==> config.mk <==
export PLATFORM = sky130hd
export DESIGN_NAME = dsm_cancel_mod
export DESIGN_NICKNAME = d
export VERILOG_FILES = /design/src/rtl/dsm_pkg.sv /design/src/rtl/dsm_lfsr.sv /design/src/rtl/dsm_core.sv /design/src/rtl/dsm_err_acc.sv /design/src/rtl/dsm_cancel_mod.sv
export SDC_FILE = /design/constraint.sdc
export NUM_CORES = 1
export LEC_CHECK = 0
export BUFFER_PORTS_ARGS = -buffer_cell sky130_fd_sc_hd__buf_2
export CAP_MARGIN = 20
export CELL_PAD_IN_SITES_DETAIL_PLACEMENT = 1
export CELL_PAD_IN_SITES_GLOBAL_PLACEMENT = 2
export CORE_ASPECT_RATIO = 1.2
export CORE_MARGIN = 5
export CORE_UTILIZATION = 38
export DETAILED_ROUTE_END_ITERATION = 6
export GPL_TIMING_DRIVEN = 1
export PLACE_DENSITY = 0.78
export SLEW_MARGIN = 30
export SYNTH_ARGS = -nofsm -noshare
export SYNTH_HDL_FRONTEND = slang
export SYNTH_SLANG_ARGS = --single-unit
==> constraint.sdc <==
create_clock -name clk -period 7.3 [get_ports clk]
set_clock_uncertainty 0.05 [all_clocks]
set_input_delay 0 -clock clk [delete_from_list [all_inputs] [get_ports clk]]
set_output_delay 0 -clock clk [all_outputs]
set_load 0.05 [all_outputs]
==> src/rtl/dsm_pkg.sv <==
`timescale 1ns/1ps
package dsm_pkg;

  // Feedback tap mask for a left-shifting Fibonacci generator of width w.
  // The top bit is always tapped, so the update is invertible and a
  // non-zero state can never reach zero.
  function automatic logic [15:0] lfsr_taps(input int unsigned w);
    case (w)
      9:       return 16'h0110;
      10:      return 16'h0240;
      11:      return 16'h0500;
      12:      return 16'h0829;
      16:      return 16'hD008;
      default: return 16'h00B8;
    endcase
  endfunction

  // Largest magnitude of the shaped quantizer error (dither included),
  // in units of 2^-frac_w.
  function automatic longint err_limit(input int unsigned frac_w,
                                       input int unsigned dith_w);
    return (longint'(1) << (frac_w - 1)) + (longint'(1) << (dith_w - 1)) - 1;
  endfunction

endpackage

==> src/rtl/dsm_lfsr.sv <==
`timescale 1ns/1ps
module dsm_lfsr #(
  parameter int unsigned W    = 8,
  parameter logic [W-1:0] SEED = W'(1)
) (
  input  logic         clk,
  input  logic         rst_n,
  output logic [W-1:0] state
);
  localparam logic [15:0]  TAP_ALL  = dsm_pkg::lfsr_taps(W);
  localparam logic [W-1:0] TAPS     = TAP_ALL[W-1:0];
  localparam logic [W-1:0] SEED_USE = (SEED == '0) ? W'(1) : SEED;

  logic [W-1:0] state_q;
  logic [W-1:0] tapped;
  logic [W:0]   parity;

  assign tapped    = state_q & TAPS;
  assign parity[0] = 1'b0;

  genvar gi;
  generate
    for (gi = 0; gi < W; gi++) begin : g_par
      assign parity[gi+1] = parity[gi] ^ tapped[gi];
    end
  endgenerate

  always_ff @(posedge clk) begin
    if (!rst_n) state_q <= SEED_USE;
    else        state_q <= {state_q[W-2:0], parity[W]};
  end

  assign state = state_q;

  // the dither generator never sticks in the all-zero state
  p_lfsr_nonzero_r6: assert property (@(posedge clk) disable iff (!rst_n)
    state_q != '0);

endmodule

==> src/rtl/dsm_core.sv <==
`timescale 1ns/1ps
module dsm_core #(
  parameter int unsigned FRAC_W = 16,
  parameter int unsigned DITH_W = 8,
  parameter int unsigned Y_W    = 3
) (
  input  logic                  clk,
  input  logic                  rst_n,
  input  logic [FRAC_W-1:0]     frac_in,
  input  logic [DITH_W-1:0]     dither,
  output logic signed [Y_W-1:0] y_next
);
  localparam int unsigned ACC_W   = FRAC_W + 4;
  localparam int unsigned ERR_W   = FRAC_W + 2;
  localparam longint      ERR_LIM = dsm_pkg::err_limit(FRAC_W, DITH_W);
  localparam logic signed [ACC_W-1:0] HALF  = ACC_W'(longint'(1) << (FRAC_W - 1));
  localparam logic signed [ACC_W-1:0] Q_MIN = ACC_W'(-2);
  localparam logic signed [ACC_W-1:0] Q_MAX = ACC_W'(3);
  localparam logic signed [ERR_W-1:0] E_HI  = ERR_W'(ERR_LIM);
  localparam logic signed [ERR_W-1:0] E_LO  = ERR_W'(-ERR_LIM);

  function automatic logic signed [ACC_W-1:0] widen_err(input logic signed [ERR_W-1:0] e);
    return {{(ACC_W-ERR_W){e[ERR_W-1]}}, e};
  endfunction

  // x - 2*e[n-1] + e[n-2]: the error-feedback form of (1 - z^-1)^2
  function automatic logic signed [ACC_W-1:0] shape_sum(
    input logic [FRAC_W-1:0]      x,
    input logic signed [ERR_W-1:0] p1,
    input logic signed [ERR_W-1:0] p2);
    logic signed [ACC_W-1:0] xw;
    xw = {{(ACC_W-FRAC_W){1'b0}}, x};
    return xw - (widen_err(p1) <<< 1) + widen_err(p2);
  endfunction

  // Round-to-nearest integer level of (u + dither)
  function automatic logic signed [ACC_W-1:0] quant_level(
    input logic signed [ACC_W-1:0] u,
    input logic [DITH_W-1:0]       d);
    logic signed [ACC_W-1:0] dw;
    dw = {{(ACC_W-DITH_W){d[DITH_W-1]}}, d};
    return (u + dw + HALF) >>> FRAC_W;
  endfunction

  // Error fed back: issued level minus undithered input, so dither is shaped
  function automatic logic signed [ACC_W-1:0] quant_err(
    input logic signed [ACC_W-1:0] q,
    input logic signed [ACC_W-1:0] u);
    return (q <<< FRAC_W) - u;
  endfunction

  logic signed [ERR_W-1:0] e1_q, e2_q;
  logic signed [ACC_W-1:0] u_w, q_w, e_w;
  logic signed [ERR_W-1:0] e_now;

  assign u_w    = shape_sum(frac_in, e1_q, e2_q);
  assign q_w    = quant_level(u_w, dither);
  assign e_w    = quant_err(q_w, u_w);
  assign e_now  = e_w[ERR_W-1:0];
  assign y_next = q_w[Y_W-1:0];

  always_ff @(posedge clk) begin
    if (!rst_n) begin
      e1_q <= '0;
      e2_q <= '0;
    end else begin
      e1_q <= e_now;
      e2_q <= e1_q;
    end
  end

  // the full-width quantizer level never leaves -2..+3
  p_level_range_r2: assert property (@(posedge clk) disable iff (!rst_n)
    (q_w >= Q_MIN) && (q_w <= Q_MAX));

  // the stored shaped error stays inside its bound
  p_err_bound_r6: assert property (@(posedge clk) disable iff (!rst_n)
    (e1_q >= E_LO) && (e1_q <= E_HI));

endmodule

==> src/rtl/dsm_err_acc.sv <==
`timescale 1ns/1ps
module dsm_err_acc #(
  parameter int unsigned FRAC_W = 16,
  parameter int unsigned DITH_W = 8,
  parameter int unsigned Y_W    = 3,
  parameter int unsigned OUT_W  = 10
) (
  input  logic                  clk,
  input  logic                  rst_n,
  input  logic [FRAC_W-1:0]     frac_q,
  input  logic signed [Y_W-1:0] y_q,
  output logic [OUT_W-1:0]      cancel_word,
  output logic                  cancel_sign
);
  localparam int unsigned ECP_W = FRAC_W + 2;
  localparam int unsigned T_W   = FRAC_W + Y_W + 1;
  localparam longint      C_LIM = 2 * dsm_pkg::err_limit(FRAC_W, DITH_W);
  localparam logic signed [ECP_W-1:0] C_HI = ECP_W'(C_LIM);
  localparam logic signed [ECP_W-1:0] C_LO = ECP_W'(-C_LIM);

  // Phase step of one reference cycle: requested fraction minus issued integer
  function automatic logic signed [T_W-1:0] cycle_error(
    input logic [FRAC_W-1:0]      a,
    input logic signed [Y_W-1:0]  y);
    logic signed [T_W-1:0] aw, yw;
    aw = {{(T_W-FRAC_W){1'b0}}, a};
    yw = {{(T_W-Y_W){y[Y_W-1]}}, y};
    return aw - (yw <<< FRAC_W);
  endfunction

  logic signed [ECP_W-1:0] ecp_q;
  logic signed [T_W-1:0]   term_w, sum_w;

  assign term_w = cycle_error(frac_q, y_q);
  assign sum_w  = {{(T_W-ECP_W){ecp_q[ECP_W-1]}}, ecp_q} + term_w;

  always_ff @(posedge clk) begin
    if (!rst_n) ecp_q <= '0;
    else        ecp_q <= sum_w[ECP_W-1:0];
  end

  assign cancel_word = ecp_q[ECP_W-1 -: OUT_W];
  assign cancel_sign = ecp_q[ECP_W-1];

  // the accumulated phase error stays bounded by twice the error limit
  p_cancel_bound_r6: assert property (@(posedge clk) disable iff (!rst_n)
    (ecp_q >= C_LO) && (ecp_q <= C_HI));

endmodule

==> src/rtl/dsm_cancel_mod.sv <==
`timescale 1ns/1ps
module dsm_cancel_mod #(
  parameter int unsigned FRAC_W    = 16,
  parameter int unsigned DITH_W    = 8,
  parameter int unsigned Y_W       = 3,
  parameter int unsigned OUT_W     = 10,
  parameter logic [DITH_W-1:0] DITH_SEED = DITH_W'(1)
) (
  input  logic                  clk,
  input  logic                  rst_n,
  input  logic [FRAC_W-1:0]     frac_word,
  output logic signed [Y_W-1:0] div_offset,
  output logic [OUT_W-1:0]      cancel_word,
  output logic                  cancel_sign
);
  logic [DITH_W-1:0]     dither_w;
  logic signed [Y_W-1:0] y_next_w;
  logic signed [Y_W-1:0] y_q;
  logic [FRAC_W-1:0]     frac_q;

  dsm_lfsr #(.W(DITH_W), .SEED(DITH_SEED)) u_dither (
    .clk   (clk),
    .rst_n (rst_n),
    .state (dither_w)
  );

  dsm_core #(.FRAC_W(FRAC_W), .DITH_W(DITH_W), .Y_W(Y_W)) u_core (
    .clk     (clk),
    .rst_n   (rst_n),
    .frac_in (frac_word),
    .dither  (dither_w),
    .y_next  (y_next_w)
  );

  // Divider value and the word that produced it advance together
  always_ff @(posedge clk) begin
    if (!rst_n) begin
      y_q    <= '0;
      frac_q <= '0;
    end else begin
      y_q    <= y_next_w;
      frac_q <= frac_word;
    end
  end

  dsm_err_acc #(.FRAC_W(FRAC_W), .DITH_W(DITH_W), .Y_W(Y_W), .OUT_W(OUT_W)) u_acc (
    .clk         (clk),
    .rst_n       (rst_n),
    .frac_q      (frac_q),
    .y_q         (y_q),
    .cancel_word (cancel_word),
    .cancel_sign (cancel_sign)
  );

  assign div_offset = y_q;

  // outputs read zero right after a reset edge
  p_reset_clear_r1: assert property (@(posedge clk) disable iff (!rst_n)
    !$past(rst_n) |-> (div_offset == '0) && (cancel_word == '0) && !cancel_sign);

endmodule

* Word-level counts from Yosys, hierarchy flattened
Index checks and enable logic that the tools add are counted.
W data, S select, Z words.
** Operators by class
- Add/subtract/negate cells :: 7
- Bitwise gates (word level) :: 3
** Operators by type and width (number)
- $add A19 B17 Y19 const B :: 1
- $add A19 B18 Y19 :: 1
- $add A19 B8 Y19 :: 1
- $sub A17 B19 Y19 :: 1
- $add A18 B18 Y18 :: 1
- $sub A17 B18 Y18 :: 1
- $sub A18 B18 Y18 :: 1
- $xor A1 B1 Y1 :: 3
** Storage, ports and cells
- Register bits :: 81
- Bits of input ports :: 18
- Output and inout bits :: 14
- Word-level logic and storage cells :: 16

* Depth between registers and ports, before layout
Gate-level depths: netlist of the first run.
- Depth after elaboration :: 5
- Mapped depth :: 23
- Mapped depth without buffers :: 23

* By module
A second synthesis of the first run with hierarchy kept.
** Second synthesis, totals
- Cell total of the unflattened synthesis :: 716
- Area total of the unflattened synthesis :: 6170.9 um^2
** Modules (own cells, without submodules)
- dsm_core :: times used 1, cells an instance 408, area an instance 3535.9 um^2, seq. area each 720.7 um^2
- dsm_err_acc :: times used 1, cells an instance 249, area an instance 1863.0 um^2, seq. area each 360.3 um^2
- dsm_cancel_mod :: times used 1, cells an instance 39, area an instance 529.3 um^2, seq. area each 380.4 um^2
- dsm_lfsr :: times used 1, cells an instance 20, area an instance 242.7 um^2, seq. area each 160.2 um^2

* Worst setup path before layout of the first run
No wires, ideal clock.
- Path type :: register -> register
- From :: register u_core.e2_q[3]
- To :: register u_core.e1_q[17]
- Setup time :: 0.130 ns
- Arrival time :: 5.191 ns
- Data required time :: 7.120 ns
- Setup slack :: 1.930 ns
- Stages on the path, launching flop included :: 23
- Buffers on the path :: 0
- Clock period less this slack :: 5.370 ns
- Path through :: dfxtp_1 -> inv_1 -> fa_1 -> inv_1 -> ha_1 -> a21o_1 -> a31o_1 -> a221o_4 -> o211a_1 -> o311a_1 -> ha_1 -> ha_1 -> a211o_1 -> a211oi_1 -> a21oi_1 -> o21a_1 -> nor2_1 -> xnor2_1 -> ha_1 -> or3b_2 -> nor4b_1 -> o21a_1 -> nor3_2
** On the way
- Word-level cells in the longest chain between the ends :: 4
** Ends and longest elaborated chain
- start: declaration :: line dsm_core.sv:52 : logic signed [ERR_W-1:0] e1_q, e2_q;
- start signal: assignment :: line dsm_core.sv:68 : e2_q <= e1_q;
- $add A19 B18 Y19 :: line dsm_core.sv:33 : return xw - (widen_err(p1) <<< 1) + widen_err(p2);
- $add A19 B8 Y19 :: line dsm_core.sv:42 : return (u + dw + HALF) >>> FRAC_W;
- $add A19 B17 Y19 :: line dsm_core.sv:42
- net u_core.q_w[0] :: line dsm_core.sv:53 : logic signed [ACC_W-1:0] u_w, q_w, e_w;
- $sub A18 B18 Y18 :: line dsm_core.sv:49 : return (q <<< FRAC_W) - u;
- end signal: assignment :: line dsm_core.sv:67 : e1_q <= e_now;
- end: declaration :: line dsm_core.sv:52
The timed path passes the listed nets, and every way through them passes these cells.
A chain may end at the register's enable or synchronous reset.

* Final worst setup path of the first run
- From :: input port frac_word[3]
- To :: register u_core.e1_q[17]
** On the way
- Word-level cells in the longest chain between the ends :: 5
** Ends and longest elaborated chain
- start: declaration :: line dsm_cancel_mod.sv:11 : input logic [FRAC_W-1:0] frac_word,
- $sub A17 B19 Y19 :: line dsm_core.sv:33
- $add A19 B18 Y19 :: line dsm_core.sv:33
- $add A19 B8 Y19 :: line dsm_core.sv:42
- $add A19 B17 Y19 :: line dsm_core.sv:42
- net u_core.q_w[0] :: line dsm_core.sv:53
- $sub A18 B18 Y18 :: line dsm_core.sv:49
The timed path passes the listed nets, and every way through them passes these cells.

==> results of run 1 <==
-- layout make-up --
type,count,area (µm²)
Fill cell,1812,8370
Inverter,138,518
Sequential cell,81,1620
Clock buffer,11,243
Clock inverter,5,78.8
Multi-Input combinational cell,425,3420
Timing Repair Buffer,49,330
Tap cell,204,255
-- worst max-delay path, cell delays in order --
cell and delay [ns]:
dlygate4sd3_1 0.52, buf_2 0.10, inv_1 0.06, fa_1 0.54, inv_1 0.04, ha_1 0.36, a21o_1 0.18, a31o_1 0.21
a221o_4 0.41, a21oi_1 0.31, xnor2_1 0.24, ha_1 0.30, ha_1 0.33, a21oi_1 0.14, o21ai_0 0.12, a211oi_1 0.19
a21oi_1 0.11, o21a_1 0.18, nor2_1 0.11, xnor2_1 0.10, ha_1 0.32, or3b_2 0.44, nor4b_1 0.39, o21a_1 0.19
nor3_2 0.05
-- cells by family after synthesis --
group           share of synthesized area [%]
fa+ha+maj                                24.6
flops                                    28.5
buf+inv                                  11.2
xor+xnor                                 7.83
mux                                     0.374
compound gates                           11.5
simple gates                             15.9
-- metrics by stage --
step	cells	hold WS [ns]	setup slack (ns)	cell area, µm²	util [%]
final	913	0.0641	1.54	6470	43.6
after global routing	913	0.121	1.10	6470	43.6
after CTS	913	0.0889	1.51	6470	43.6
after detailed placement	881	0.196	1.53	5990	40.4
after global placement	881	0.189	1.74	5990	40.4
after floorplan	664	0.0773	1.93	5690	-
-- cell usage after synthesis, drive strengths merged (4+ instances only) --
master / n / area [µm²]
inv: 138 / 518
ha: 88 / 1100
dfxtp: 81 / 1620
nor2: 62 / 233
and2: 32 / 200
xnor2: 29 / 254
a21oi: 24 / 120
xor2: 21 / 191
nor3: 19 / 100
fa: 15 / 300
nand2: 15 / 56.3
buf: 13 / 87.6
a21o: 12 / 91.3
o21ai: 10 / 50.1
nand3: 9 / 45.0
and3: 7 / 45.1
nor4: 7 / 43.8
a211oi: 6 / 45.0
clkbuf: 6 / 23.8
nand2b: 6 / 37.5
or2: 5 / 31.3
a311oi: 4 / 35.0
o21a: 4 / 30.0
o21bai: 4 / 30.0
-- worst max-delay path by stage --
stage	depth (start not counted)	startpoint	slack, ns	to
floorplan	22	u_core.e2_q[3]	1.93	u_core.e1_q[17]
global placement	22	u_core.e2_q[3]	1.74	u_core.e1_q[17]
detailed placement	22	u_core.e2_q[3]	1.53	u_core.e1_q[17]
CTS	24	frac_word[3]	1.51	u_core.e1_q[17]
global route	25	frac_word[3]	1.10	u_core.e1_q[17]
finish	25	frac_word[3]	1.54	u_core.e1_q[17]
-- state kept, by name, summed over array words and instances (netlist names) --
register,flops
frac_q,16
u_core.e1_q,18
u_acc.ecp_q,18
u_core.e2_q,18
u_dither.state,8
div_offset,3
-- cell usage in the layout (no fill, tap or decap), types with 6 or more instances in the layout --
cell and n:
dlygate4sd3_1 16, buf_2 31, clkbuf_16 9, xor2_1 20
nand2b_1 6, a21oi_1 24, ha_1 88, fa_1 15
inv_1 138, a21o_1 11, dfxtp_1 81, nand3_1 9
a211oi_1 6, xnor2_1 29, nor4_1 7, nor2_1 62
nor3_1 18, and3_1 6, nand2_1 15, o21ai_0 10
and2_1 32
-- per-layer routing --
layer / vias to the layer above / share of wire (%)
met5: - / 0
met4: 0 / 2.2
met3: 20 / 2.1
met2: 28 / 50
met1: 2061 / 45
li1: 2246 / -
==> results.ini, run 1 <==
[run_status]
status=complete, no violations

[floorplan]
die_x_um=122
initial_core_util_pct=38.3
io_pins=32
core-area_mm2=0.0148
die_h_um=144
core.rowCount=49
dieArea_mm2=0.0175

[flow_run]
cap_violations=0

[timing]
tns_ns=0
hold_viol_final=0
post-route-period-util_pct=78.9
fmax_mhz=174
period_needed_ns=5.76
worst_slew_pin_slew_ns=0.866
setup_violations=0
rsz0062_at_grt=no
slew_violations=0
relSlewSlack_pct=41.9

[cts]
cts_buffers=9
cts.root.buffer_cell=clkbuf_16
hold_buffers=16
clk_path_buf_depth=2
clk_latency_ns=0.34
clkTransAtPathRegs_ns=0.06
cts_sinks=81
cts_resized=0
cts_setup_buffers=0
cts.htree.levels=3
cts_tree=done

[detailed_routing]
first_pass_iters=4
ant_nets=0
routed_wl_um=12200
avgViaCountPerCell=4.77
vias=4355
drc=0
wire_per_inst_um=13.3
drt_iter0_drc=120

[global_routing]
grt_pass1_vias=4673
grt_util_met3_pct=3.09
grt_max_degree=36
grt_busiest_layer=met2
grt_antenna_before_repair=0
gr-usage-all-layers_pct=15.2
grtUsageMet2_pct=26.9
grt_overflow=0
grt_pass1_wl_um=21600
grt_use_met1_pct=18.3

[synthesis]
seq_area_frac_synth_pct=28.5
avgSynthCellArea_um2=8.56
ys_seq_elements=81
synthCells=664
yosysUniqueCellTypes=62
async_flop_share_pct=0
syn-cell-area_mm2=0.00569
synthFlopType=dfxtp_1
synth_edf_count=0
ys_warn_count=0
synth_fp_nets=785

[worst_setup_path]
crit_arrival_ns=5.94
end_kind=flip-flop
crit_fanout=7
rr_endpoint=u_core.e1_q[17]
regToRegStartpoint=u_core.e2_q[3]
rrSetupSlack_ns=1.57
required_ns=7.47
crit_type=input port to flip-flop
ff2ff_path_depth=23
cp-start-kind=input port

[placement]
port_buffers=31
place.detailed.hpwl_um=9620
gp_congestion=0.856

[hold_path]
holdPathEnd=u_dither.state[0]
hold_depth=2
hold_start=rst_n
hold_class=input port to flip-flop

[cells_and_area]
drive_gt1_share_pct=8.74
syn2layout_area_growth_pct=13.8
n_antenna_cell=0
fin_nets=825

Power of run 1 is not shown: default switching activity piles up to over one toggle a cycle in this logic, so the estimate is an artifact.
==> run 2: changes to the inputs <==
CORE_UTILIZATION = 35   (was 38)
PLACE_DENSITY = 0.76   (was 0.78)
clock period = 4.75 ns   (was 7.3 ns; I/O delays follow)
==> results.ini, run 2 (synthesized netlist as in run 1, its figures left out) <==
[worst_setup_path]
crit_path_max_incr_delay_ns=0.50
end_kind=flip-flop
crit_path_start=u_core.e2_q[3]
required_ns=4.91
cp-start-kind=flip-flop
crit_arrival_ns=5.45
crit_buf_inv=2
crit_fanout=5
cp_cell_sequence=inv_2, fa_1, inv_2, ha_4, a21o_1, a31o_1, a221o_4, o211a_1, o311a_1, ha_1, ha_1, a211o_1, a211oi_2, a21oi_2, o21a_1, nor2_1, xnor2_1, ha_1, or3b_4, nor4b_4, o21a_1, nor3_2
crit_family=compound AO/OA/AOI/OAI gates
cp_slowest_cell=fa_1
cpMostUsedCell=ha_1
regToRegStartpoint=u_core.e2_q[3]
crit_type=flip-flop to flip-flop

[cts]
clk_latency_ns=0.35
clkTransAtPathRegs_ns=0.06
cts_tree=done
cts.htree.levels=3
clk_path_buf_depth=2
cts_sinks=81
cts_buffers=9
cts.root.buffer_cell=clkbuf_16

[global_routing]
grt_pass1_wl_um=23600
grt_max_degree=41
grt_overflow=0
grt_pass1_vias=5276
gr-usage-all-layers_pct=15.2
grt_antenna_before_repair=0

[floorplan]
io_pins=32
die_x_um=126
die_h_um=150
core.rowCount=51
initial_core_util_pct=35.4
dieArea_mm2=0.0189
core-area_mm2=0.0161

[timing]
fmax_mhz=189
relSlewSlack_pct=57.0
period_needed_ns=5.28
hold_viol_final=0
slew_violations=0
setup_slack_ns=-0.535
rsz0062_at_grt=yes
post-route-period-util_pct=111
worst_slew_pin_slew_ns=0.636
setup_violations=3

[cells_and_area]
largestRegisters=u_acc.ecp_q (18), u_core.e1_q (18), u_core.e2_q (18)
final_common_cell=inv_1
syn2layout_area_growth_pct=26.1
n_antenna_cell=0
final_area_mm2=0.00717
layout_common_cells=inv_1 (135), ha_1 (84), dfxtp_1 (78)
fin_util_pct=44.6
fin_nets=898
fillCellCount=1932
drive_gt1_share_pct=19.8

[placement]
gp_congestion=0.850
placed_cell_area_mm2=0.00654
place.detailed.hpwl_um=10800
port_buffers=31

[hold_path]
hold_class=input port to flip-flop
hold_start=frac_word[0]

[detailed_routing]
drt_iter0_drc=111
vias=4686
first_pass_iters=4
ant_nets=0
wire_per_inst_um=13.8
drc=0
avgViaCountPerCell=4.71
routed_wl_um=13700

[flow_run]
cap_violations=0

[run_status]
status=complete, but fails checks
violations=setup timing

==> run 2: cell types whose count changed in the layout (fill, tap and decap cells not counted), sizes merged <==
cell	change
buf	+73
clkbuf	+2
clkinv	-1
bufinv	-1
==> run 2: final timing paths <==
| check | to | slack [ns] | depth (start not counted) |
|---|---|---|---|
| max | u_core.e1_q[17] | -0.53 | 22 |
| min | u_core.e1_q[0] | 0.04 | 4 |
| max reg2reg | u_core.e1_q[17] | -0.53 | 22 |
| min reg2reg | u_core.e2_q[15] | 0.39 | 2 |
==> run 2: worst reg2reg max path, stage by stage (launching register included) <==
cell and delay, ns:
dfxtp_2 0.33, inv_2 0.03, fa_1 0.50, inv_2 0.05, ha_4 0.21, a21o_1 0.15
a31o_1 0.21, a221o_4 0.39, o211a_1 0.23, o311a_1 0.31, ha_1 0.30, ha_1 0.29
a211o_1 0.30, a211oi_2 0.16, a21oi_2 0.08, o21a_1 0.17, nor2_1 0.11, xnor2_1 0.10
ha_1 0.30, or3b_4 0.39, nor4b_4 0.28, o21a_1 0.16, nor3_2 0.05
==> run 2: timing repair <==
item                                   CTS  global route
pin swaps                                8             7
hold buffers                            16             0
setup endpoints to repair                4             5
buffers inserted                         6             3
endpoints found under the hold margin   16             0
resized for setup                        7            15
==> run 2: routing by layer <==
metal / track usage [%] / vias up / part of all wire [%]
li1: - / 2385 / -
met1: 17.2 / 2236 / 43
met2: 28.6 / 40 / 53
met3: 2.46 / 25 / 1.8
met4: 5.74 / 0 / 2.3
met5: 0 / - / 0
==> run 2: cell type report <==
type                       count  area, µm²  area share, %
multi-input combinational    425       3550           49.6
sequential                    81       1630           22.7
clock inverter                 3       47.5          0.663
timing repair buffer         122        890           12.4
tap                          212        265           3.70
inverter                     138        518           7.23
clock buffer                  13        270           3.77
==> run 2: stage by stage <==
| stage | setup slack (ns) | hold WS [ns] | std cells | setup TNS (ns) |
|---|---|---|---|---|
| floorplan | -0.501 | 0.0773 | 664 | -0.501 |
| global placement | -0.605 | 0.187 | 956 | -0.968 |
| detailed placement | -0.773 | 0.194 | 956 | -1.47 |
| CTS | -0.580 | 0.0388 | 994 | -1.33 |
| global route | -0.777 | 0.0922 | 994 | -1.78 |
| finish | -0.535 | 0.0377 | 994 | -0.927 |
Power of run 2 is left out for the same reason.
==> run 3: changes to the inputs <==
PLACE_DENSITY = 0.75   (was 0.76)
SYNTH_HIERARCHICAL = 1   (was unset)
==> results.ini, run 3 <==
[run_status]
status=complete, but fails checks
violations=setup timing

[cts]
cts.htree.levels=3
cts_sinks=81
cts_buffers=9
clkTransAtPathRegs_ns=0.06
cts_tree=done
cts.root.buffer_cell=clkbuf_16
clk_path_buf_depth=2
clk_latency_ns=0.35

[timing]
post-route-period-util_pct=106
rsz0062_at_grt=yes
fmax_mhz=199
setup_slack_ns=-0.276
setup_violations=1
slew_violations=0
relSlewSlack_pct=60.0
worst_slew_pin_slew_ns=0.599
tns_ns=-0.276
hold_viol_final=0
period_needed_ns=5.03

[detailed_routing]
first_pass_iters=4
routed_wl_um=15100
avgViaCountPerCell=4.83
drc=0
drt_iter0_drc=130
ant_nets=0
wire_per_inst_um=14.4
vias=5041

[worst_setup_path]
crit_arrival_ns=5.22
cp_slowest_cell=fa_1
crit_type=flip-flop to flip-flop
crit_path_start=u_core/e2_q[3]
rrSetupSlack_ns=-0.28
crit_fanout=3
regToRegStartpoint=u_core/e2_q[3]
required_ns=4.94
crit_path_max_incr_delay_ns=0.47
crit_buf_inv=3
cp-start-kind=flip-flop
cp_cell_sequence=inv_1, fa_1, inv_1, ha_2, or2_4, o211ai_4, a211oi_2, or3_1, and2_4, ha_4, ha_4, a211oi_2, nand2_2, nor4b_4, a21oi_2, xor2_1, ha_1, inv_1, a2111oi_4, mux2_4, a21oi_2, and3b_1
crit_family=adder cells
end_kind=flip-flop
cpMostUsedCell=inv_1

[cells_and_area]
syn2layout_area_growth_pct=24.5
largestRegisters=u_acc/ecp_q (18), u_core/e1_q (18), u_core/e2_q (18)
fin_nets=939
final_common_cell=inv_1
fillCellCount=2082
drive_gt1_share_pct=22.6
layout_common_cells=inv_1 (139), dfxtp_1 (80), ha_1 (78)
n_antenna_cell=0

[synthesis]
async_flop_share_pct=0
seq_area_frac_synth_pct=26.3
synth_area_leaders=dfxtp_1 (26%), ha_1 (18%), inv_1 (8.5%)
yosysUniqueCellTypes=72
synth_common_cells=inv_1 (140), ha_1 (88), dfxtp_1 (81), and2_1 (47), a21oi_1 (37)
synth_edf_count=0
ys_warn_count=6
ys_seq_elements=81
synth_fp_nets=837
avgSynthCellArea_um2=8.62
synthFlopType=dfxtp_1
synth_top_area_share_pct=26.3
synthCells=716
synth_top_area_cell=dfxtp_1
syn-cell-area_mm2=0.00617
yosys.cell_count.top_type=inv_1

[global_routing]
grt_pass1_vias=5496
grt_pass1_wl_um=25800
grt_antenna_before_repair=0
grt_max_degree=39
gr-usage-all-layers_pct=15.2
grt_overflow=0

[placement]
gp_congestion=0.839
place.detailed.hpwl_um=11900
port_buffers=31
pre_cts_ws_ns=-0.345

[floorplan]
die_h_um=155
core-area_mm2=0.0174
initial_core_util_pct=35.4
dieArea_mm2=0.0204
io_pins=32
core.rowCount=53
die_x_um=131

[hold_path]
hold_class=input port to flip-flop
hold_start=frac_word[0]

[flow_run]
cap_violations=0

-- run 3: changes by cell type after synthesis, sizes merged, moves of 5 or more --
cell / before / now
nor3: 19 / 13
nand4: 2 / 7
nor2: 62 / 29
nor4: 7 / 2
xnor2: 29 / 20
buf: 13 / 18
and2: 32 / 64
xor2: 21 / 16
nand2: 15 / 34
o21ai: 10 / 21
a21oi: 24 / 40
-- run 3: worst paths after layout --
kind                           to  depth (start not counted)
setup / recovery  u_core/e1_q[17]                         22
hold / removal     u_core/e1_q[0]                          3
setup reg to reg  u_core/e1_q[17]                         22
hold reg to reg   u_core/e2_q[16]                          1
-- run 3: final cells by class --
class	count	area (µm²)	share of cell area [%]
well taps	220	275	3.58
repair buffers	112	807	10.5
multi-input cells	473	4130	53.7
flip-flops and latches	81	1620	21.1
inverters	141	529	6.89
clock buffers	10	229	2.98
clock inverters	6	91.3	1.19
-- run 3: through the flow --
| step | utilization, % | std cells | cell area [µm²] | hold slack (ns) |
|---|---|---|---|---|
| 2_1_floorplan | - | 716 | 6290 | 0.0119 |
| 3_3_place_gp | 40.3 | 1007 | 7040 | 0.184 |
| 3_5_place_dp | 40.3 | 1007 | 7040 | 0.183 |
| 4_1_cts | 43.2 | 1040 | 7530 | 0.0261 |
| 5_1_grt | 44.0 | 1043 | 7680 | 0.0604 |
| 6_report | 44.0 | 1043 | 7680 | 0.0319 |
-- run 3: per-layer routing --
| layer | vias up | wire (µm) | track usage [%] |
|---|---|---|---|
| li1 | 2576 | - | - |
| met3 | 11 | 223 | 3.01 |
| met4 | 0 | 237 | 4.80 |
| met5 | - | 0 | 0 |
| met1 | 2428 | 6260 | 16.7 |
| met2 | 26 | 8330 | 29.2 |
-- run 3: tightest hold or removal path, cell delays in order --
cell	delay (ns)
buf_2	0.09
ha_1	0.18
and2_1	0.13
-- run 3: cell families (layout without fill, tap and decap cells) --
| family | Yosys count | in the layout | share of synthesized area (%) |
|---|---|---|---|
| and+or+nand+nor | 198 | 198 | 18.9 |
| buffers and inverters | 162 | 269 | 11.0 |
| AOI/OAI and AO/OA | 132 | 132 | 15.1 |
| adders and majority gates | 103 | 103 | 22.7 |
| DFF | 81 | 81 | 26.3 |
| xor gates and xnor gates | 36 | 36 | 5.35 |
| muxes | 4 | 4 | 0.730 |
-- run 3: what timing repair did --
item                       CTS  global route
hold endpoints to repair    16             0
hold buffers                16             0
setup endpoints to repair    1             3
pin swaps                    2             7
cloned                       0             0
setup buffers                1             3
resized for setup            6            21
Power of run 3 is left out for the same reason.
